File: src/rtl/kbd_serial_host.sv
module kbd_serial_host #(
  parameter int DEPTH  = 16,
  parameter int REC_W  = 8,
  parameter int HI_CYC = 4,
  parameter int LO_CYC = 4
) (
  input  logic             clk,
  input  logic             rst_n,
  input  logic             kb_line_i,
  output logic             kb_clk_o,
  output logic             kb_ack_o,
  output logic [REC_W-1:0] rd_data_o,
  output logic             rd_valid_o,
  input  logic             rd_ready_i,
  output logic             full_o,
  output logic             empty_o
);
  localparam int AW   = (DEPTH > 1) ? $clog2(DEPTH) : 1;
  localparam int CNTW = $clog2(DEPTH + 1);
  localparam int PMAX = (HI_CYC > LO_CYC) ? HI_CYC : LO_CYC;
  localparam int PW   = $clog2(PMAX + 1);
  localparam int BW   = $clog2(REC_W + 1);

  typedef enum logic [2:0] {S_IDLE, S_ACK, S_LO, S_HI, S_WAIT} st_t;

  st_t              st;
  logic [PW-1:0]    ph;
  logic [BW-1:0]    nbits;
  logic [REC_W-1:0] sh;
  logic [REC_W-1:0] mem [DEPTH];
  logic [AW-1:0]    wptr, rptr;
  logic [CNTW-1:0]  cnt;
  logic             push, pop, busy;

  assign push       = (st == S_HI) && (ph == '0) && (nbits == BW'(REC_W));
  assign pop        = rd_valid_o && rd_ready_i;
  assign full_o     = (cnt == CNTW'(DEPTH));
  assign empty_o    = (cnt == '0);
  assign rd_valid_o = !empty_o;
  assign rd_data_o  = mem[rptr];
  assign kb_ack_o   = (st == S_ACK);
  assign busy       = (st != S_IDLE);

  always_ff @(posedge clk) begin
    if (!rst_n) begin
      st       <= S_IDLE;
      ph       <= '0;
      nbits    <= '0;
      sh       <= '0;
      kb_clk_o <= 1'b0;
    end else begin
      case (st)
        S_IDLE: if (kb_line_i && !full_o) begin
          st    <= S_ACK;
          nbits <= '0;
        end
        S_ACK: begin
          st <= S_LO;
          ph <= PW'(LO_CYC - 1);
        end
        S_LO: if (ph == '0) begin
          st       <= S_HI;
          kb_clk_o <= 1'b1;
          sh       <= {kb_line_i, sh[REC_W-1:1]};
          nbits    <= nbits + 1'b1;
          ph       <= PW'(HI_CYC - 1);
        end else begin
          ph <= ph - 1'b1;
        end
        S_HI: if (ph == '0) begin
          kb_clk_o <= 1'b0;
          if (nbits == BW'(REC_W)) begin
            st <= S_WAIT;
          end else begin
            st <= S_LO;
            ph <= PW'(LO_CYC - 1);
          end
        end else begin
          ph <= ph - 1'b1;
        end
        S_WAIT: if (!kb_line_i) st <= S_IDLE;
        default: st <= S_IDLE;
      endcase
    end
  end

  always_ff @(posedge clk) begin
    if (push) mem[wptr] <= sh;
  end

  always_ff @(posedge clk) begin
    if (!rst_n) begin
      wptr <= '0;
      rptr <= '0;
      cnt  <= '0;
    end else begin
      if (push) wptr <= (wptr == AW'(DEPTH - 1)) ? '0 : wptr + 1'b1;
      if (pop)  rptr <= (rptr == AW'(DEPTH - 1)) ? '0 : rptr + 1'b1;
      cnt <= cnt + CNTW'(push) - CNTW'(pop);
    end
  end
endmodule

File: config.mk
export PLATFORM = sky130hd
export DESIGN_NAME = kbd_serial_host
export DESIGN_NICKNAME = d
export VERILOG_FILES = /design/src/rtl/kbd_serial_host.sv
export SDC_FILE = /design/constraint.sdc
export NUM_CORES = 1
export LEC_CHECK = 0
export ABC_CLOCK_PERIOD_IN_PS = 2760
export CAP_MARGIN = 30
export CORE_MARGIN = 1.5
export CORE_UTILIZATION = 45
export DETAILED_ROUTE_END_ITERATION = 12
export DONT_BUFFER_PORTS = 1
export GPL_ROUTABILITY_DRIVEN = 0
export PLACE_DENSITY_LB_ADDON = 0.15
export SYNTH_ARGS = -nofsm -noshare
export SYNTH_HDL_FRONTEND = slang
export SYNTH_SLANG_ARGS = --single-unit
File: constraint.sdc
create_clock -name clk -period 2.76 [get_ports clk]
set_clock_uncertainty 0.05 [all_clocks]
set_input_delay 0.276 -clock clk [delete_from_list [all_inputs] [get_ports clk]]
set_output_delay 0.276 -clock clk [all_outputs]
set_load 0.1 [all_outputs]
Yosys cells after proc, flatten, opt, wreduce, memory -nomap -nowiden
Memory sizes are Yosys's and may differ from the RTL's. A register that Yosys moved wholly into a read port is not among the register bits.
Cells that the tools add are included.
W data, S select, Z words.

cells by class
  $add $sub $neg = 6
  equality and inequality tests = 13
  mux-type cells = 22
  reduce and logical (&&, ||, !) cells = 17

operators with widths
  kind                   count
  $mux W3                8
  $mux W4                6
  $pmux W3 S5            1
  $add A4 B1 Y4 const B  3
  $eq A4 B4 Y1 const B   3
  $pmux W3 S3            1
  $pmux W4 S2            1
  $eq A3 B2 Y1 const B   2
  $logic_not A3 Y1       2
  $ne A2 B2 Y1 const B   3
  $reduce_and A3 Y1      2
  $add A5 B1 Y5          1
  $eq A5 B5 Y1 const B   1
  $logic_not A5 Y1       1
  $sub A5 B1 Y5          1
  $logic_and A1 B1 Y1    4
  $mux W1                4
  $reduce_and A2 Y1      2
  $reduce_and A4 Y1      1
  $reduce_bool A2 Y1     2
  $eq A3 B1 Y1 const B   1
  $eq A3 B3 Y1 const B   1
  $ne A3 B3 Y1 const B   1
  $reduce_bool A3 Y1     1
  4 further kinds        5

storage, ports and cells
  register bits = 32
  bits in writable memories = 128
  output and inout bits = 13
  logic and storage cells = 67
  memories = 1

memories
  memory  depth  bits a word  rd ports  clocked after memory_dff  wr ports  line  source
  mem     16     8            1         1                         1         30    logic [REC_W-1:0] mem [DEPTH];

Logic depth before layout (Yosys ltp)
Gate-level depths: netlist of run 1.

  depth after elaboration = 5
  gate-level depth with buffers = 14

Least setup slack after synthesis of run 1
Ideal clock, no wire load.

  path kind = register -> register
  from = register cnt[3]
  to = register cnt[4]
  arrival = 2.974 ns
  required time = 2.639 ns
  slack = -0.335 ns
  stages on the path, launching flop included = 15
  path buffers = 1
  path through = dfxtp_1 > inv_1 > ha_1 > or4b_1 > buf_2 > nand2_1 > inv_1 > ha_1 > inv_1 > ha_1 > fa_1 > a21oi_1 > nor2_1 > or3_1 > a21oi_1

between the ends
  word-level cells in the longest chain between the ends = 4
  elaborated cells on any way between the ends = 5
  those cells by class = 2 x add/sub; 3 x reduce/logical

ends and longest elaborated chain
  item                    line  source
  from (decl)             32    logic [CNTW-1:0] cnt;
  from (signal assigned)  99    cnt <= cnt + CNTW'(push) - CNTW'(pop);
  $logic_not A5 Y1        38    assign empty_o = (cnt == '0);
  $logic_not A1 Y1        39    assign rd_valid_o = !empty_o;
  via rd_valid_o          13    output logic rd_valid_o,
  $logic_and A1 B1 Y1     36    assign pop = rd_valid_o && rd_ready_i;
  $sub A5 B1 Y5           99

The timed path passes the listed nets, and every way through them passes these cells.
A chain may end at the register's enable or synchronous reset.

Final worst setup path of run 1
  from = register cnt[3]
  to = register cnt[4]

between the ends
  word-level cells in the longest chain between the ends = 4
  elaborated cells on any way between the ends = 5
  those cells by class = 2 x add/sub; 3 x reduce/logical

ends and longest elaborated chain
  item                                                                   line
  parallel branches: the longest is 3 deep, another holds $add A5 B1 Y5  -
  $sub A5 B1 Y5 (*)                                                      99

Mark *: on every way between the ends.

==> impl_metrics.ini, run 1 <==
[worst_setup_path]
critPathSlowestCell = or4b_4
worst_ep_required_time_ns = 3.06
crit_type = reg2reg
cp_common_cell = ha_4
cp_slowest_stage_delay_ns = 0.48
cp-start-kind = flop
crit_chain = inv_2, ha_4, or4b_4, nand2_4, inv_4, ha_4, inv_2, ha_4, fa_2, a21oi_2, nor2_2, or3_4, a21oi_2
cp_max_fo = 2
cp-end-kind = flop
crit_arrival_ns = 3.06

[cts]
h-tree-depth = 4
path_clk_slew_ns = 0.06
clockBufferDepth = 2
cts_tree = yes
cts_inserted_buffers = 17
clock-sinks = 164
clk_latency_ns = 0.42
root_buffer = clkbuf_16

[sta]
hold_viol = 0
hold_ws_ns = 0.0426
setup_viol = 1
worst_slack_ns = -0.00622
fmax_mhz = 362
fin_crit_sh_pct = 100
rsz0062_at_grt = yes
fin_crit_ns = 2.77
maxSlewViolCount = 0
tightest_slew_ns = 0.745
slew_headroom_pct = 50.3

[floorplanning]
num_rows = 44
io_pins = 17
coreArea_um2 = 14500
dieHeight_um = 124
die_area_um2 = 15500
initial_core_util_pct = 45.9
die_x_um = 124

[grt]
grt_start_max_net_pins = 33
grt_remaining_overflow = 0
grt_pass1_wl_mm = 20.5
grt.total_usage_pct = 18.0
first_global_vias = 3592
antenna_found_initial = 0

[final_layout]
nFillCells = 1187
num_antenna_cells = 0
area_growth_pct = 17.1
multiInputGateArea_um2 = 2010
regArea_um2 = 4570
final_util_pct = 53.7
layout.nets = 465
drive_gt1_share_pct = 26.6

[placement]
dpl_worst_slack_ns = -0.106
portBuffers = 0
hpwl_mm = 8.24

[route]
drt_iter0_drc = 270
drc = 0
vias = 3581
drt-wirelength-per-cell_um = 20.6
ant_nets = 0
drt-total-wl_mm = 13.2
vias_per_cell = 5.58
drt_first_pass_iters = 4

[synthesis]
yosysSeqAreaShare_pct = 68.7
synth_edf_count = 128
async_flop_share_pct = 0
synth_flop_cell = edfxtp_1
syn_inst = 406
synth_nets = 426
ys_ff_latch = 164
synth_cell_type_count = 51
yosysWarningCount = 0
avgSynthCellArea_um2 = 16.4
syn_area_um2 = 6640

[power]
leakage_nw = 2.63
p_per_area_nw_per_um2 = 886
ir_drop_uv = 533

[worst_hold_path]
hold_path.class = in2reg

[status]
violations = negative setup slack
status = complete, but fails checks

[flow_run]
cap_violations = 0
metal layers:
metal | vias up | track usage [%] | wire, µm
met5 | - | 0 | 0
met4 | 0 | 6.83 | 278
met3 | 22 | 4.42 | 426
met2 | 66 | 29.0 | 6530
met1 | 1839 | 23.9 | 5970
li1 | 1654 | - | -
sequential cells by signal, summed over array words and instances, names as in the netlist, named ones only:
name	count
st	3
kb_clk_o	1
wptr	4
rptr	4
nbits	4
ph	3
cnt	5
mem	128
sh	8
cell usage in the layout (no fill, tap or decap), types with 3 or more instances in the layout:
| master | instances |
|---|---|
| edfxtp_1 | 128 |
| dfxtp_1 | 34 |
| buf_4 | 33 |
| mux4_2 | 32 |
| nand2_1 | 32 |
| a21oi_1 | 20 |
| clkbuf_16 | 17 |
| a22oi_1 | 16 |
| nor2_1 | 14 |
| ha_1 | 12 |
| inv_1 | 10 |
| and3_1 | 9 |
| and2_1 | 8 |
| nand3_1 | 7 |
| clkinv_1 | 6 |
| xnor2_1 | 5 |
| o21ai_0 | 4 |
| bufinv_16 | 4 |
| inv_2 | 3 |
| nor2b_1 | 3 |
| nor4b_1 | 3 |
| ha_4 | 3 |
| dlygate4sd3_1 | 3 |
worst max-delay path: cells and delay by family, from the launching register on:
kind | cells | cell delay, ns
flip-flops | 1 | 0.32
AND/OR/NAND/NOR | 4 | 1.03
AO/OA/AOI/OAI | 2 | 0.28
adder cells (fa/ha/maj) | 4 | 0.87
buffers and inverters | 3 | 0.15
repair_timing:
item	4_1_cts	5_1_grt
buffers inserted	2	2
setup endpoints to repair	1	1
cloned	0	0
pin swaps	3	8
endpoints found under the hold margin	9	0
gates resized for setup	7	12
hold buffers	3	0
area by class of cell:
| type | instances | area share [%] |
|---|---|---|
| clock inverter | 13 | 2.11 |
| multi-input combinational | 209 | 25.8 |
| inverter | 15 | 0.756 |
| sequential | 164 | 58.7 |
| timing repair buffer | 38 | 4.08 |
| clock buffer | 19 | 5.56 |
| tap | 184 | 2.96 |
final timing paths:
| kind | start | cells past startpoint | to | slack [ns] |
|---|---|---|---|---|
| worst max register to register | cnt[3] | 13 | cnt[4] | -0.006 |
| worst max-delay path | cnt[3] | 13 | cnt[4] | -0.006 |
| worst min-delay path | rst_n | 2 | nbits[2] | 0.04 |
| worst min register to register | kb_clk_o | 2 | kb_clk_o | 0.42 |
per-stage QoR:
stage	std cells	instance area, µm²	setup TNS, ns	power (W)
after global placement	603	7050	-0.0268	0.00437
after CTS	640	7710	-0.00169	0.00685
after floorplan	406	6650	-0.226	0.00405
after detailed placement	603	7050	-0.106	0.00441
after global routing	642	7780	-0.118	0.00718
final	642	7780	-0.00622	0.00690
kinds of logic after synthesis:
group	after synthesis	synth area share [%]
buffers and inverters	33	2.28
and+or+nand+nor	98	8.38
adders and majority gates	16	3.13
AOI/OAI and AO/OA	55	5.54
muxes	33	11.0
xor gates and xnor gates	7	0.923
DFF	164	68.7
power breakdown:
group          internal (W)  leakage, nW  switching (W)
Sequential          0.00271         1.48      0.0000596
Combinational      0.000696        0.865        0.00104
Clock               0.00149        0.284       0.000900
Yosys cell counts (2+ instances only):
master | count | area share, %
a21oi_1 | 22 | 1.7
a22oi_1 | 16 | 1.8
a311o_1 | 2 | 0.30
a31o_1 | 2 | 0.26
and2_1 | 8 | 0.75
and3_1 | 9 | 0.85
buf_1 | 6 | 0.34
buf_2 | 4 | 0.30
buf_4 | 2 | 0.23
buf_6 | 2 | 0.34
clkbuf_1 | 4 | 0.23
dfxtp_1 | 36 | 11
edfxtp_1 | 128 | 58
ha_1 | 15 | 2.8
inv_1 | 14 | 0.79
mux4_2 | 32 | 11
nand2_1 | 33 | 1.9
nand3_1 | 7 | 0.53
nor2_1 | 15 | 0.85
nor2b_1 | 3 | 0.28
nor3b_1 | 3 | 0.34
nor4b_1 | 4 | 0.53
o21ai_0 | 4 | 0.30
or3_1 | 2 | 0.19
or4b_1 | 2 | 0.30
xnor2_1 | 5 | 0.66
xor2_1 | 2 | 0.26
(Power assumes the default switching activity.)
==> run 2: changes to the inputs <==
- PLACE_DENSITY: default -> 0.74
- PLACE_DENSITY_LB_ADDON: 0.15 -> default
==> run 2 against run 1 <==
The run now ends clean. Maximum frequency grew 1.2%. Cell area shrank 1.1%. Combinational power shrank 2%. Total power shrank 2.9%. Die area is the same. Non-clock buffer count shrank 4. Sequential share of layout area grew 0.67 points. Clock-buffer cell count shrank 1. Core utilization shrank 0.59 points. Clock power shrank 7%. Worst setup slack gained 0.032 ns.
==> impl_metrics.ini, run 2 (synthesis gave the netlist of run 1 again) <==
[sta]
tightest_slew_ns = 0.690
rsz0062_at_grt = yes
hold_viol = 0
fmax_mhz = 366
maxSlewViolCount = 0
slew_headroom_pct = 53.9
setup_viol = 0
fin_crit_sh_pct = 99.1
fin_crit_ns = 2.73

[grt]
met3_usage_pct = 4.08
first_global_vias = 3684
grt_pass1_wl_mm = 20.3
grt_remaining_overflow = 0
grt_start_max_net_pins = 33
met1_usage_pct = 22.9
grtUsageMet2_pct = 28.0
antenna_found_initial = 0
grt.total_usage_pct = 17.4
top_usage_layer = met2

[route]
drt-total-wl_mm = 12.6
drt_iter0_drc = 299
vias_per_cell = 5.58
drt_first_pass_iters = 4
drt-wirelength-per-cell_um = 19.8
vias = 3561
ant_nets = 0
drc = 0

[worst_setup_path]
worst_ep_required_time_ns = 3.05
cp_max_fo = 2
cp_slowest_stage_delay_ns = 0.46
crit_type = reg2reg
critical-path-top-delay-family = simple AND/OR/NAND/NOR gates
crit_arrival_ns = 3.03
crit_chain = inv_2, ha_4, or4b_4, nand2_2, inv_2, ha_4, inv_2, ha_4, fa_2, a21oi_2, nor2_2, or3_4, a21oi_2
cp_num_buf_inv = 3
critPathSlowestCell = or4b_4
cp-start-kind = flop
cp-end-kind = flop

[floorplanning]
dieHeight_um = 124
initial_core_util_pct = 45.9
num_rows = 44
io_pins = 17
die_area_um2 = 15500
die_x_um = 124
coreArea_um2 = 14500

[cts]
clock-sinks = 164
cts_tree = yes
h-tree-depth = 4
clockBufferDepth = 2
cts_inserted_buffers = 17
root_buffer = clkbuf_16
path_clk_slew_ns = 0.06
clk_latency_ns = 0.42

[placement]
portBuffers = 0
dp_cells = 599
hpwl_mm = 8.00

[power]
ir_drop_uv = 566
p_per_area_nw_per_um2 = 870
leakage_nw = 2.59

[final_layout]
area_growth_pct = 15.9
drive_gt1_share_pct = 26.9
layout_common_cells = edfxtp_1, dfxtp_1, mux4_2, nand2_1, buf_4
final_common_cell = edfxtp_1
largest_reg_flops = 128
final_util_pct = 53.1
layout.nets = 461
nFillCells = 1147
reg_top3 = mem (128), sh (8), cnt (5)
final_cells = 638
top_register = mem
num_antenna_cells = 0

[worst_hold_path]
hold_path.class = in2reg

[flow_run]
cap_violations = 0

[status]
status = finished, final reports clean
==> run 2: cell count changes in the layout (fill, tap and decap cells not counted), sizes merged <==
cell,change
bufinv,-2
clkbuf,-1
buf,-4
clkinv,+1
clkinvlp,+1
inv,+1
==> run 2: repair_timing <==
item / in CTS / in global routing
buffers inserted: 3 / 1
setup endpoints to repair: 1 / 1
pin swaps: 8 / 6
hold endpoints to repair: 9 / 0
hold buffers: 3 / 0
resized for setup: 16 / 2
==> run 2: cell type report <==
class / count / area (µm²) / area share (%)
timing repair buffer: 34 / 275 / 3.58
tap: 184 / 230 / 2.99
inverter: 15 / 56.3 / 0.732
clock inverter: 14 / 138 / 1.79
multi-input combinational: 209 / 2000 / 26.0
sequential: 164 / 4570 / 59.4
clock buffer: 18 / 429 / 5.58
==> run 2: worst paths after layout <==
check / end / cells past startpoint / startpoint / slack, ns
setup / recovery: cnt[4] / 13 / cnt[3] / 0.03
hold / removal: nbits[2] / 2 / rst_n / 0.04
setup reg to reg: cnt[4] / 13 / cnt[3] / 0.03
hold reg to reg: kb_clk_o / 2 / kb_clk_o / 0.42
==> run 2: where the power goes <==
| group | switching [W] | internal [W] |
|---|---|---|
| Sequential | 0.0000582 | 0.00271 |
| Clock | 0.000913 | 0.00132 |
| Combinational | 0.00103 | 0.000664 |
| Total | 0.00200 | 0.00469 |
==> run 2: routing by layer <==
layer / vias to the layer above / part of all wire, %
li1: 1650 / -
met1: 1796 / 43
met2: 104 / 50
met3: 11 / 6.1
met4: 0 / 1.2
met5: - / 0
==> run 2: worst register-to-register path, delay by kind of cell (launching register included) <==
family                     cells  cell delay (ns)
AOI/OAI and AO/OA              2             0.29
adders and majority gates      4             0.87
buffers and inverters          3             0.14
DFF                            1             0.32
and+or+nand+nor                4             0.97
==> run 2: per-stage QoR <==
stage          power (W)  TNS [ns]  setup WS, ns  instance area (µm²)  hold slack [ns]
2_1_floorplan    0.00405    -0.226        -0.226                 6650            0.362
3_3_place_gp     0.00431         0       0.00852                 7000            0.350
3_5_place_dp     0.00437    -0.166        -0.166                 7000            0.354
4_1_cts          0.00670   -0.0203       -0.0203                 7680           0.0276
5_1_grt          0.00698   -0.0762       -0.0762                 7690           0.0484
6_report         0.00670         0        0.0253                 7690           0.0417
==> run 3: changes to the inputs <==
- REMOVE_ABC_BUFFERS: default -> 1
==> run 3 against run 2 <==
Sequential cell count unchanged. Non-clock buffer count down 1. Register-to-register slack lost 0.02 ns. Via count is 3.5% higher. Worst setup slack worse by 0.023 ns. First-iteration DRC count up 10%. Sequential power about the same. Total power up 1.4%. Critical endpoint unchanged. Highest routed layer unchanged.
==> impl_metrics.ini, run 3 (synthesis gave the netlist of run 1 again) <==
[worst_setup_path]
reg2reg_depth = 13
cp-end-kind = flop
crit_arrival_ns = 3.06
crit_chain = inv_2, ha_4, or4b_4, nand2_2, inv_2, ha_4, inv_2, ha_4, fa_2, a21oi_2, nor2_2, or3_4, a21oi_2
worst_ep_required_time_ns = 3.07
worstReg2RegEnd = cnt[4]
cp_slowest_stage_delay_ns = 0.46
crit_type = reg2reg
cp_max_fo = 2
r2r_slack_ns = 0.003
timing.rr.start = cnt[3]
cp-start-kind = flop
critPathSlowestCell = or4b_4

[grt]
first_global_vias = 3810
grt_remaining_overflow = 0
grt.total_usage_pct = 18.1
antenna_found_initial = 0
grt_start_max_net_pins = 33
grt_pass1_wl_mm = 20.9

[floorplanning]
die_area_um2 = 15500
coreArea_um2 = 14500
die_x_um = 124
dieHeight_um = 124
num_rows = 44
io_pins = 17
initial_core_util_pct = 45.9

[route]
vias = 3687
drt-wirelength-per-cell_um = 20.6
drc = 0
vias_per_cell = 5.79
drt_first_pass_iters = 4
drt-total-wl_mm = 13.1
drt_iter0_drc = 330
ant_nets = 0

[placement]
hpwl_mm = 8.05
portBuffers = 0
dpl_worst_slack_ns = -0.0952

[cts]
cts_tree = yes
h-tree-depth = 4
clk_latency_ns = 0.43
clockBufferDepth = 2
clock-sinks = 164
cts_inserted_buffers = 17
path_clk_slew_ns = 0.06
root_buffer = clkbuf_16

[final_layout]
layout_common_cells = edfxtp_1, dfxtp_1, mux4_2, nand2_1, buf_4
largest_reg_flops = 128
area_growth_pct = 16.1
layout.nets = 460
reg_top3 = mem (128), sh (8), cnt (5)
drive_gt1_share_pct = 26.9
nFillCells = 1135
final_common_cell = edfxtp_1
top_register = mem
num_antenna_cells = 0

[sta]
fin_crit_ns = 2.76
tightest_slew_ns = 0.697
slew_headroom_pct = 53.5
fmax_mhz = 363
rsz0062_at_grt = yes
maxSlewViolCount = 0
worst_slack_ns = 0.00276
fin_crit_sh_pct = 99.9
setup_viol = 0
hold_viol = 0

[status]
status = finished, final reports clean

[worst_hold_path]
hold_depth = 2
hold_path.class = in2reg
hold_end = nbits[2]
min_from = rst_n

[power]
p_per_area_nw_per_um2 = 881
ir_drop_uv = 828
leakage_nw = 2.60
power_w = 0.00679

[flow_run]
cap_violations = 0
-- run 3: cell count changes in the layout (fill, tap and decap cells not counted) --
cell        previous run  this run
clkinv_2               3         4
inv_8                  0         2
nor3b_2                0         1
buf_4                 30        28
clkinvlp_2             1         0
clkbuf_16             17        18
clkinvlp_4             2         1
nor3b_4                1         0
inv_6                  1         3
clkinv_4               3         1
clkbuf_1               1         0
-- run 3: stage by stage --
step	util, %	setup TNS [ns]	instance area, µm²	hold WS (ns)	instances
3_3_place_gp	48.5	0	7020	0.351	600
2_1_floorplan	-	-4.86	6550	0.348	388
3_5_place_dp	48.5	-0.0952	7020	0.355	600
5_1_grt	53.2	-0.115	7710	0.0448	637
6_report	53.2	0	7710	0.0526	637
4_1_cts	52.8	0	7650	0.0330	635
-- run 3: report_power, final --
group	switching, W	total (W)	internal, W
registers	0.0000575	0.00276	0.00271
logic	0.00105	0.00171	0.000661
clock network	0.000979	0.00232	0.00134
total	0.00208	0.00679	0.00470
-- run 3: final cells by class --
cell class | count | area, µm² | share of cell area [%]
inverters | 15 | 56.3 | 0.730
clock inverters | 15 | 153 | 1.98
flip-flops and latches | 164 | 4570 | 59.3
clock buffers | 17 | 425 | 5.52
well taps | 184 | 230 | 2.99
repair buffers | 33 | 285 | 3.70
multi-input cells | 209 | 1990 | 25.8
-- run 3: routing by layer --
metal | track usage [%] | vias to the layer above | routed length (µm)
met1 | 24.1 | 1874 | 5670
met2 | 28.1 | 134 | 6280
met5 | 0 | - | 0
met4 | 7.57 | 0 | 347
li1 | - | 1650 | -
met3 | 5.33 | 29 | 796
-- run 3: how the worst max path moves through the flow --
stage / from / to / slack (ns) / depth (start not counted)
floorplan: cnt[3] / cnt[4] / -0.66 / 13
global placement: cnt[2] / cnt[4] / 0.009 / 13
detailed placement: cnt[2] / cnt[4] / -0.1 / 13
CTS: cnt[2] / cnt[4] / 0.008 / 13
global route: cnt[3] / cnt[4] / -0.11 / 13
finish: cnt[3] / cnt[4] / 0.003 / 13
-- run 3: worst max-delay path: cells and delay by family (launching register included) --
| family | cells | cell delay (ns) |
|---|---|---|
| fa+ha+maj | 4 | 0.88 |
| compound gates | 2 | 0.28 |
| buf+inv | 3 | 0.16 |
| simple gates | 4 | 1.00 |
| flops | 1 | 0.32 |
-- run 3: what timing repair did --
action                                 CTS  global route
hold buffers                             3             0
pin swaps                                3             8
endpoints found under the hold margin    9             0
gates resized for setup                  9             9
setup endpoints to repair                1             1
buffers inserted                         0             2
